<file path="config.mk">
export PLATFORM = sky130hd
export DESIGN_NAME = rex_survivor_window
export DESIGN_NICKNAME = d
export VERILOG_FILES = /design/src/rtl/rex_pkg.sv /design/src/rtl/rex_fill_ctr.sv /design/src/rtl/rex_path_regs.sv /design/src/rtl/rex_vote.sv /design/src/rtl/rex_survivor_window.sv
export SDC_FILE = /design/constraint.sdc
export NUM_CORES = 2
export LEC_CHECK = 0
export ABC_AREA = 1
export BUFFER_PORTS_ARGS = -buffer_cell sky130_fd_sc_hd__buf_2
export CAP_MARGIN = 20
export CORE_ASPECT_RATIO = 1.1
export CORE_MARGIN = 10
export CORE_UTILIZATION = 28
export DETAILED_ROUTE_END_ITERATION = 10
export GPL_ROUTABILITY_DRIVEN = 0
export HOLD_SLACK_MARGIN = 0.03
export PLACE_DENSITY_LB_ADDON = 0.2
export SETUP_SLACK_MARGIN = 0.2
export SYNTH_ARGS = -nofsm -noshare
export SYNTH_HDL_FRONTEND = slang
export SYNTH_HIERARCHICAL = 1
export SYNTH_SLANG_ARGS = --single-unit
export TNS_END_PERCENT = 5
</file>
<file path="constraint.sdc">
create_clock -name clk -period 14.65 [get_ports clk]
set_clock_uncertainty 0.2 [all_clocks]
set_input_delay 2.93 -clock clk [delete_from_list [all_inputs] [get_ports clk]]
set_output_delay 2.93 -clock clk [all_outputs]
set_load 0.005 [all_outputs]
</file>
<file path="src/rtl/rex_pkg.sv">
package rex_pkg;

  // Default geometry of the survivor window.
  localparam int unsigned REX_STATES_WIDE   = 32;
  localparam int unsigned REX_STATES_NARROW = 8;
  localparam int unsigned REX_DEPTH         = 36;

  // Index of the predecessor a new state copies from.
  function automatic int unsigned rex_pred(input int unsigned s,
                                           input int unsigned n_states,
                                           input bit          upper);
    return (s / 2) + (upper ? (n_states / 2) : 0);
  endfunction

endpackage

</file>
<file path="src/rtl/rex_fill_ctr.sv">
module rex_fill_ctr #(
  parameter int unsigned DEPTH = rex_pkg::REX_DEPTH
) (
  input  logic clk,
  input  logic rst,
  input  logic push,
  output logic full
);
  localparam int unsigned FW = $clog2(DEPTH + 1);

  logic [FW-1:0] cnt_q;

  assign full = (cnt_q == FW'(DEPTH));

  always_ff @(posedge clk) begin
    if (rst) begin
      cnt_q <= '0;
    end else if (push && !full) begin
      cnt_q <= cnt_q + 1'b1;
    end
  end
endmodule

</file>
<file path="src/rtl/rex_path_regs.sv">
module rex_path_regs #(
  parameter int unsigned NS       = rex_pkg::REX_STATES_WIDE,
  parameter int unsigned NS_SMALL = rex_pkg::REX_STATES_NARROW,
  parameter int unsigned DEPTH    = rex_pkg::REX_DEPTH
) (
  input  logic                      clk,
  input  logic                      rst,
  input  logic                      push,
  input  logic                      wide,
  input  logic [NS-1:0]             dec,
  output logic [NS-1:0][DEPTH-1:0]  path
);
  import rex_pkg::*;

  for (genvar s = 0; s < NS; s++) begin : g_state
    localparam int unsigned P_LO   = rex_pred(s, NS, 1'b0);
    localparam int unsigned P_HI_W = rex_pred(s, NS, 1'b1);
    localparam logic        NEW_B  = (s % 2) == 1;

    logic [DEPTH-1:0] row_q;
    logic [DEPTH-1:0] src;
    logic             en;

    if (s < NS_SMALL) begin : g_shared
      // Shared rows: the upper predecessor depends on the trellis size.
      localparam int unsigned P_HI_N = rex_pred(s, NS_SMALL, 1'b1);
      logic [DEPTH-1:0] hi_src;
      assign hi_src = wide ? path[P_HI_W] : path[P_HI_N];
      assign src    = dec[s] ? hi_src : path[P_LO];
      assign en     = push;
    end else begin : g_wide_only
      assign src = dec[s] ? path[P_HI_W] : path[P_LO];
      assign en  = push & wide;
    end

    always_ff @(posedge clk) begin
      if (rst) begin
        row_q <= '0;
      end else if (en) begin
        row_q <= {src[DEPTH-2:0], NEW_B};
      end
    end

    assign path[s] = row_q;
  end
endmodule

</file>
<file path="src/rtl/rex_vote.sv">
module rex_vote #(
  parameter int unsigned NS       = rex_pkg::REX_STATES_WIDE,
  parameter int unsigned NS_SMALL = rex_pkg::REX_STATES_NARROW,
  parameter int unsigned DEPTH    = rex_pkg::REX_DEPTH
) (
  input  logic                     wide,
  input  logic [NS-1:0][DEPTH-1:0] path,
  output logic                     maj
);
  localparam int unsigned CW = $clog2(NS + 1);

  logic [CW-1:0] ones;
  logic [CW-1:0] voters;

  always_comb begin
    ones = '0;
    for (int s = 0; s < NS; s++) begin
      if (wide || (s < int'(NS_SMALL))) begin
        ones = ones + CW'(path[s][DEPTH-1]);
      end
    end
  end

  assign voters = wide ? CW'(NS) : CW'(NS_SMALL);
  // Twice the ones against the voter count; equality (a tie) gives 1.
  assign maj = ({ones, 1'b0} >= {1'b0, voters});
endmodule

</file>
<file path="src/rtl/rex_survivor_window.sv">
module rex_survivor_window #(
  parameter int unsigned NS       = rex_pkg::REX_STATES_WIDE,
  parameter int unsigned NS_SMALL = rex_pkg::REX_STATES_NARROW,
  parameter int unsigned DEPTH    = rex_pkg::REX_DEPTH
) (
  input  logic          clk,
  input  logic          rst,
  input  logic          mode_wide,
  input  logic          dec_valid,
  input  logic [NS-1:0] decisions,
  output logic          out_valid,
  output logic          out_bit
);
  logic [NS-1:0][DEPTH-1:0] path_w;
  logic                     full_w;
  logic                     maj_w;
  logic                     emit;

  rex_path_regs #(.NS(NS), .NS_SMALL(NS_SMALL), .DEPTH(DEPTH)) u_regs (
    .clk  (clk),
    .rst  (rst),
    .push (dec_valid),
    .wide (mode_wide),
    .dec  (decisions),
    .path (path_w)
  );

  rex_fill_ctr #(.DEPTH(DEPTH)) u_fill (
    .clk  (clk),
    .rst  (rst),
    .push (dec_valid),
    .full (full_w)
  );

  rex_vote #(.NS(NS), .NS_SMALL(NS_SMALL), .DEPTH(DEPTH)) u_vote (
    .wide (mode_wide),
    .path (path_w),
    .maj  (maj_w)
  );

  assign emit = dec_valid & full_w;

  always_ff @(posedge clk) begin
    if (rst) begin
      out_valid <= 1'b0;
      out_bit   <= 1'b0;
    end else begin
      out_valid <= emit;
      if (emit) begin
        out_bit <= maj_w;
      end
    end
  end
endmodule

</file>
After elaboration in Yosys (flattened, before gate mapping)
Cells that the tools add are included.
{ "totals": {"register_bits": 1144, "memories": 0, "word_cells": 134, "in_bits": 36, "ramBits": 0, "latch_bits": 0, "romBits": 0} }
{ "op_classes": {"mul": 0, "muxes": 61, "n_shift": 0, "reduce_logical": 2, "addsub": 32, "n_bitwise": 2, "n_div": 0, "n_eq_ne": 1, "n_lt_le_gt_ge": 1} }
{ "op_table": {"columns": ["operator", "n"], "rows": [
  ["two-way mux 35 bit", 36],
  ["adder 6 x 1 -> 6 bit", 29],
  ["two-way mux 6 bit", 25],
  ["greater-or-equal comparator 7 x 6 -> 1 bit", 1],
  ["adder 6 x 1 -> 6 bit (second input constant)", 1],
  ["equality test 6 bit (second input constant)", 1],
  ["adder 2 x 1 -> 3 bit", 1],
  ["adder 1 x 1 -> 2 bit", 1],
  ["AND 1 bit", 2],
  ["logical AND 1 bit", 1],
  ["logical NOT 1 bit", 1]
]} }

Longest topological paths before layout
{ "logic_depth": {"word_depth": 56, "ltp_mapped": 100, "depth_no_buf": 100} }

Hierarchy
The synthesis kept the hierarchy.
{ "by_module_without_submodules": {"columns": ["mod", "cells_per_inst", "n_inst", "area_per_inst_um2", "seq_area_each_um2"], "rows": [
  ["rex_path_regs", 8854, 1, 53886.7, 21660.8],
  ["rex_vote", 697, 1, 3854.9, 0.0],
  ["rex_fill_ctr", 54, 1, 351.6, 120.1],
  ["rex_survivor_window", 10, 1, 70.1, 40.0]
]} }

Least setup slack after synthesis
OpenSTA, ideal clock, no wires.
{ "synth_timing": {"kind": "input -> register", "start": "input port mode_wide", "end": "register out_bit", "setup_time_ns": 0.113, "path_buffers": 3, "setup_slack_ns": -0.881, "path_stages": 95, "t_required_ns": 14.337, "arrival_time_ns": 15.219, "cell_sequence": "bufinv_8 > clkbuf_1 > clkbuf_1 > nand2_1 > clkbuf_1 > o21ai_0 > inv_1 > ha_1 > ha_1 > o21ai_0 > inv_1 > ha_1 > nand2_1 > inv_1 > nor2_1 > inv_1 > ha_1 > nand2_1 > [59 not listed] > inv_1 > ha_1 > a21oi_1 > inv_1 > ha_1 > o21ai_0 > inv_1 > ha_1 > inv_1 > a21oi_1 > nand3_1 > nor2_1 > nand2_1 > nand2_1 > nor2_1 > nor2_1 > nor2_1 > nor2_1"} }
{ "synth_between": {"elab_chain_cells": 48, "word_cells_on_any_way": 49, "cone_classes": "add/sub (23); order compare (1); mux (25)"} }
{ "synth_lines": {"columns": ["item", "line_no", "source"], "rows": [
  ["start: declaration", "rex_survivor_window.sv:8", "input logic mode_wide,"],
  ["two-way mux 6 bit", "rex_vote.sv:18", "if (wide || (s < int'(NS_SMALL))) begin"],
  ["adder 6 x 1 -> 6 bit", "rex_vote.sv:19", "ones = ones + CW'(path[s][DEPTH-1]);"],
  ["two-way mux 6 bit", "rex_vote.sv:18", null],
  ["adder 6 x 1 -> 6 bit", "rex_vote.sv:19", null],
  ["two-way mux 6 bit", "rex_vote.sv:18", null],
  ["adder 6 x 1 -> 6 bit", "rex_vote.sv:19", null],
  ["two-way mux 6 bit", "rex_vote.sv:18", null],
  ["adder 6 x 1 -> 6 bit", "rex_vote.sv:19", null],
  ["[33 not listed]", null, null],
  ["adder 6 x 1 -> 6 bit", "rex_vote.sv:19", null],
  ["two-way mux 6 bit", "rex_vote.sv:18", null],
  ["adder 6 x 1 -> 6 bit", "rex_vote.sv:19", null],
  ["two-way mux 6 bit", "rex_vote.sv:18", null],
  ["adder 6 x 1 -> 6 bit", "rex_vote.sv:19", null],
  ["two-way mux 6 bit", "rex_vote.sv:18", null],
  ["greater-or-equal comparator 7 x 6 -> 1 bit *", "rex_vote.sv:26", "assign maj = ({ones, 1'b0} >= {1'b0, voters});"],
  ["named net maj_w", "rex_survivor_window.sv:16", "logic maj_w;"],
  ["end signal: assignment", "rex_survivor_window.sv:50", "out_bit <= maj_w;"],
  ["end: declaration", "rex_survivor_window.sv:12", "output logic out_bit"]
]} }
Mark *: on every way through the listed nets, which the timed path passes. The rest lies on a longest branch.
A chain may end at the register's enable or synchronous reset.

Worst setup path in the final report
Ends and elaborated chain as after synthesis.

==> summary by stage <==
Outcome
The flow ran to the end, and the final reports show no timing, DRC or antenna violations.

Setup path
The arrival time at the worst endpoint is 14790 ps. The combined buffer and inverter count along the critical path is 21. The most frequent cell on the critical path is sky130_fd_sc_hd__ha_1. STA classifies the critical path startpoint as an input pin. The worst setup path category is input pin to flip-flop. In this design, the stage delay of the slowest critical-path cell is 320 ps. STA classifies the critical path endpoint as a flip-flop. The highest-delay cell along the critical path is sky130_fd_sc_hd__ha_1. The cell family contributing the most delay on the critical path is adder cells. STA puts the critical path data required time at 15100 ps. Of all nets on the critical path, the largest fanout is 4.

Die
The floorplan step set the die height to 496 µm. Measured along the x axis, the die boundary spans 453 µm. The core outline area is 205000 µm². Once the floorplan was initialized, standard cells occupied 28.2% of the core. 38 I/O pins were placed. The full die area is 224000 µm².

The initialized floorplan defines 174 standard-cell rows.

STA
The count of endpoints failing hold in the final timing report was 0. The total of endpoints with negative setup slack in the final report is 0. Setup repair after global routing could not meet its margin everywhere. Counting I/O delays and the setup requirement, the final critical path takes 14350 ps. The max-slew violation count is 0.

For this run, the top clock speed supported by timing is 69.7 MHz. For the pin with the worst max-slew slack, the measured transition is 1350 ps. The worst pin sits at a relative slew slack of 9.84%. In the finished design, the share of the clock period the worst path needs comes to 97.9%.

Placement
The number of input and output port buffers inserted is 37. The wire-length estimate of the detail-placed layout is 141000 µm. Once placement finished, the instance area stood at 59700 µm².

Clock network
For this design, the sink count on the clock tree is 1090. The root buffer cell is sky130_fd_sc_hd__clkbuf_16. Buffers inserted during clock tree synthesis total 121. Clock-pin slew was measured on the worst setup and hold paths at 60 ps. The H-tree level count is 3.

The quantity of hold-fixing buffers added after cts is 0. TritonCTS built the clock tree. The later pin in the worst-skew pair is clocked with a latency of 770 ps. The worst-case clock buffer depth is 3.

Final layout
The cell area after layout is 64000 µm². The number of nets in the finished design is 9305. The growth of design area from synthesis to finish is 11.0%. The utilization after layout is 31.3%. The leading cell type in the layout, fill and taps excluded is sky130_fd_sc_hd__nand2_1. In the layout the commonest cells are sky130_fd_sc_hd__nand2_1, sky130_fd_sc_hd__nor2_1, sky130_fd_sc_hd__nand3_1. Cells with a size suffix above 1 make up 5.28% of the layout.

Routing
The routed wire length per instance is 18.1 µm. The number of routed nets with antenna violations is 0. The wire length after detailed routing is 218000 µm.

The detailed router's first-iteration violation count is 5282. The number of remaining DRC errors is 0. The number of detailed-routing iterations run before antenna repair is 6. The via density per instance is 4.78.

Summing over every cut layer, the via total after detailed routing is 57500.

Yosys
Counting every net in the synthesized netlist gives 9637. The number of instances in the synthesized netlist is 9544. In this run the cell area of the synthesized design comes to 57600 µm². A synthesized cell averages 6.04 µm². The number of warnings reported in the yosys synthesis log is 6.

Global routing
The first global-routing pass estimated 330000 µm of wire. The largest net degree at the start of global routing is 249. The number of global-route vias before repair is 51700.

The number of antenna violations at the first check in global routing is 15. For this run the aggregate overflow at the end of global routing stands at 0. Across every metal layer, demand over resource in global routing totals 18.6%.

Pwr
IR analysis of the VDD net gives a maximum drop of 93.6 µV. In this run the power density over the cells is 121 nW/µm². The leakage power total is 30.4 nW.

Worst hold path
The type of the worst min-delay path is flip-flop to flip-flop.

Flow run
Across the run, the number of max-cap violations was 0.
==> where the power goes <==
group	switching, mW	total [mW]	internal, mW
combinational	0.829	1.24	0.408
clock	1.33	3.13	1.81
sequential	0.208	3.37	3.16
==> worst register-to-register path: cells and delay by family, from the launching register on <==
kind	cells	cell delay [ps]
AO/OA/AOI/OAI	14	1590
AND/OR/NAND/NOR	31	2520
flip-flops	1	330
buffers and inverters	22	1300
adder cells (fa/ha/maj)	28	8290
==> stage by stage <==
stage	hold WS (ps)	total power [mW]	setup slack [ps]	std cells	TNS, ps
2_1_floorplan	245	4.17	34.7	9544	0
3_3_place_gp	254	4.59	-723	11800	-723
3_5_place_dp	256	4.60	-595	11800	-595
4_1_cts	265	7.76	200	12000	0
5_1_grt	286	8.10	-633	12000	-633
6_report	266	7.74	301	12000	0
==> area by class of cell <==
class	instances	area [µm²]
diodes	3	7.51
clock buffers	201	3780
clock inverters	17	205
fillers	22900	141000
inverters	1224	4630
multi-input cells	6596	28800
flip-flops and latches	1090	21800
well taps	2728	3410
repair buffers	179	1370
==> flip-flops by register name (all words and copies together), names as in the netlist <==
| signal | cells |
|---|---|
| u_regs/g_state.row_q | 1082 |
| u_fill/cnt_q | 6 |
| out_bit | 1 |
| out_valid | 1 |
==> layer usage <==
layer / GRT usage [%] / vias to the layer above / wire length (µm)
li1: - / 28700 / -
met1: 27.5 / 26800 / 107000
met2: 28.3 / 1723 / 93300
met5: 0 / - / 97
met3: 2.41 / 261 / 13700
met4: 4.38 / 18 / 3940
==> repair_timing <==
action	in CTS	in global routing
pin swaps	8	45
gates resized for setup	6	44
buffers inserted	6	11
setup endpoints to repair	1	1
==> final timing paths <==
kind,from,to,slack [ps],cells past startpoint
setup / recovery,mode_wide,out_bit$_SDFFE_PP0P_,300,90
hold / removal,u_regs/g_state[19].row_q[1]$_SDFFE_PP0P_,u_regs/g_state[19].row_q[1]$_SDFFE_PP0P_,270,2
setup reg to reg,u_regs/g_state[2].row_q[35]$_SDFFE_PP0P_,out_bit$_SDFFE_PP0P_,350,95
hold reg to reg,u_regs/g_state[19].row_q[1]$_SDFFE_PP0P_,u_regs/g_state[19].row_q[1]$_SDFFE_PP0P_,270,2
Note: power is estimated with default switching activity, not from simulation.
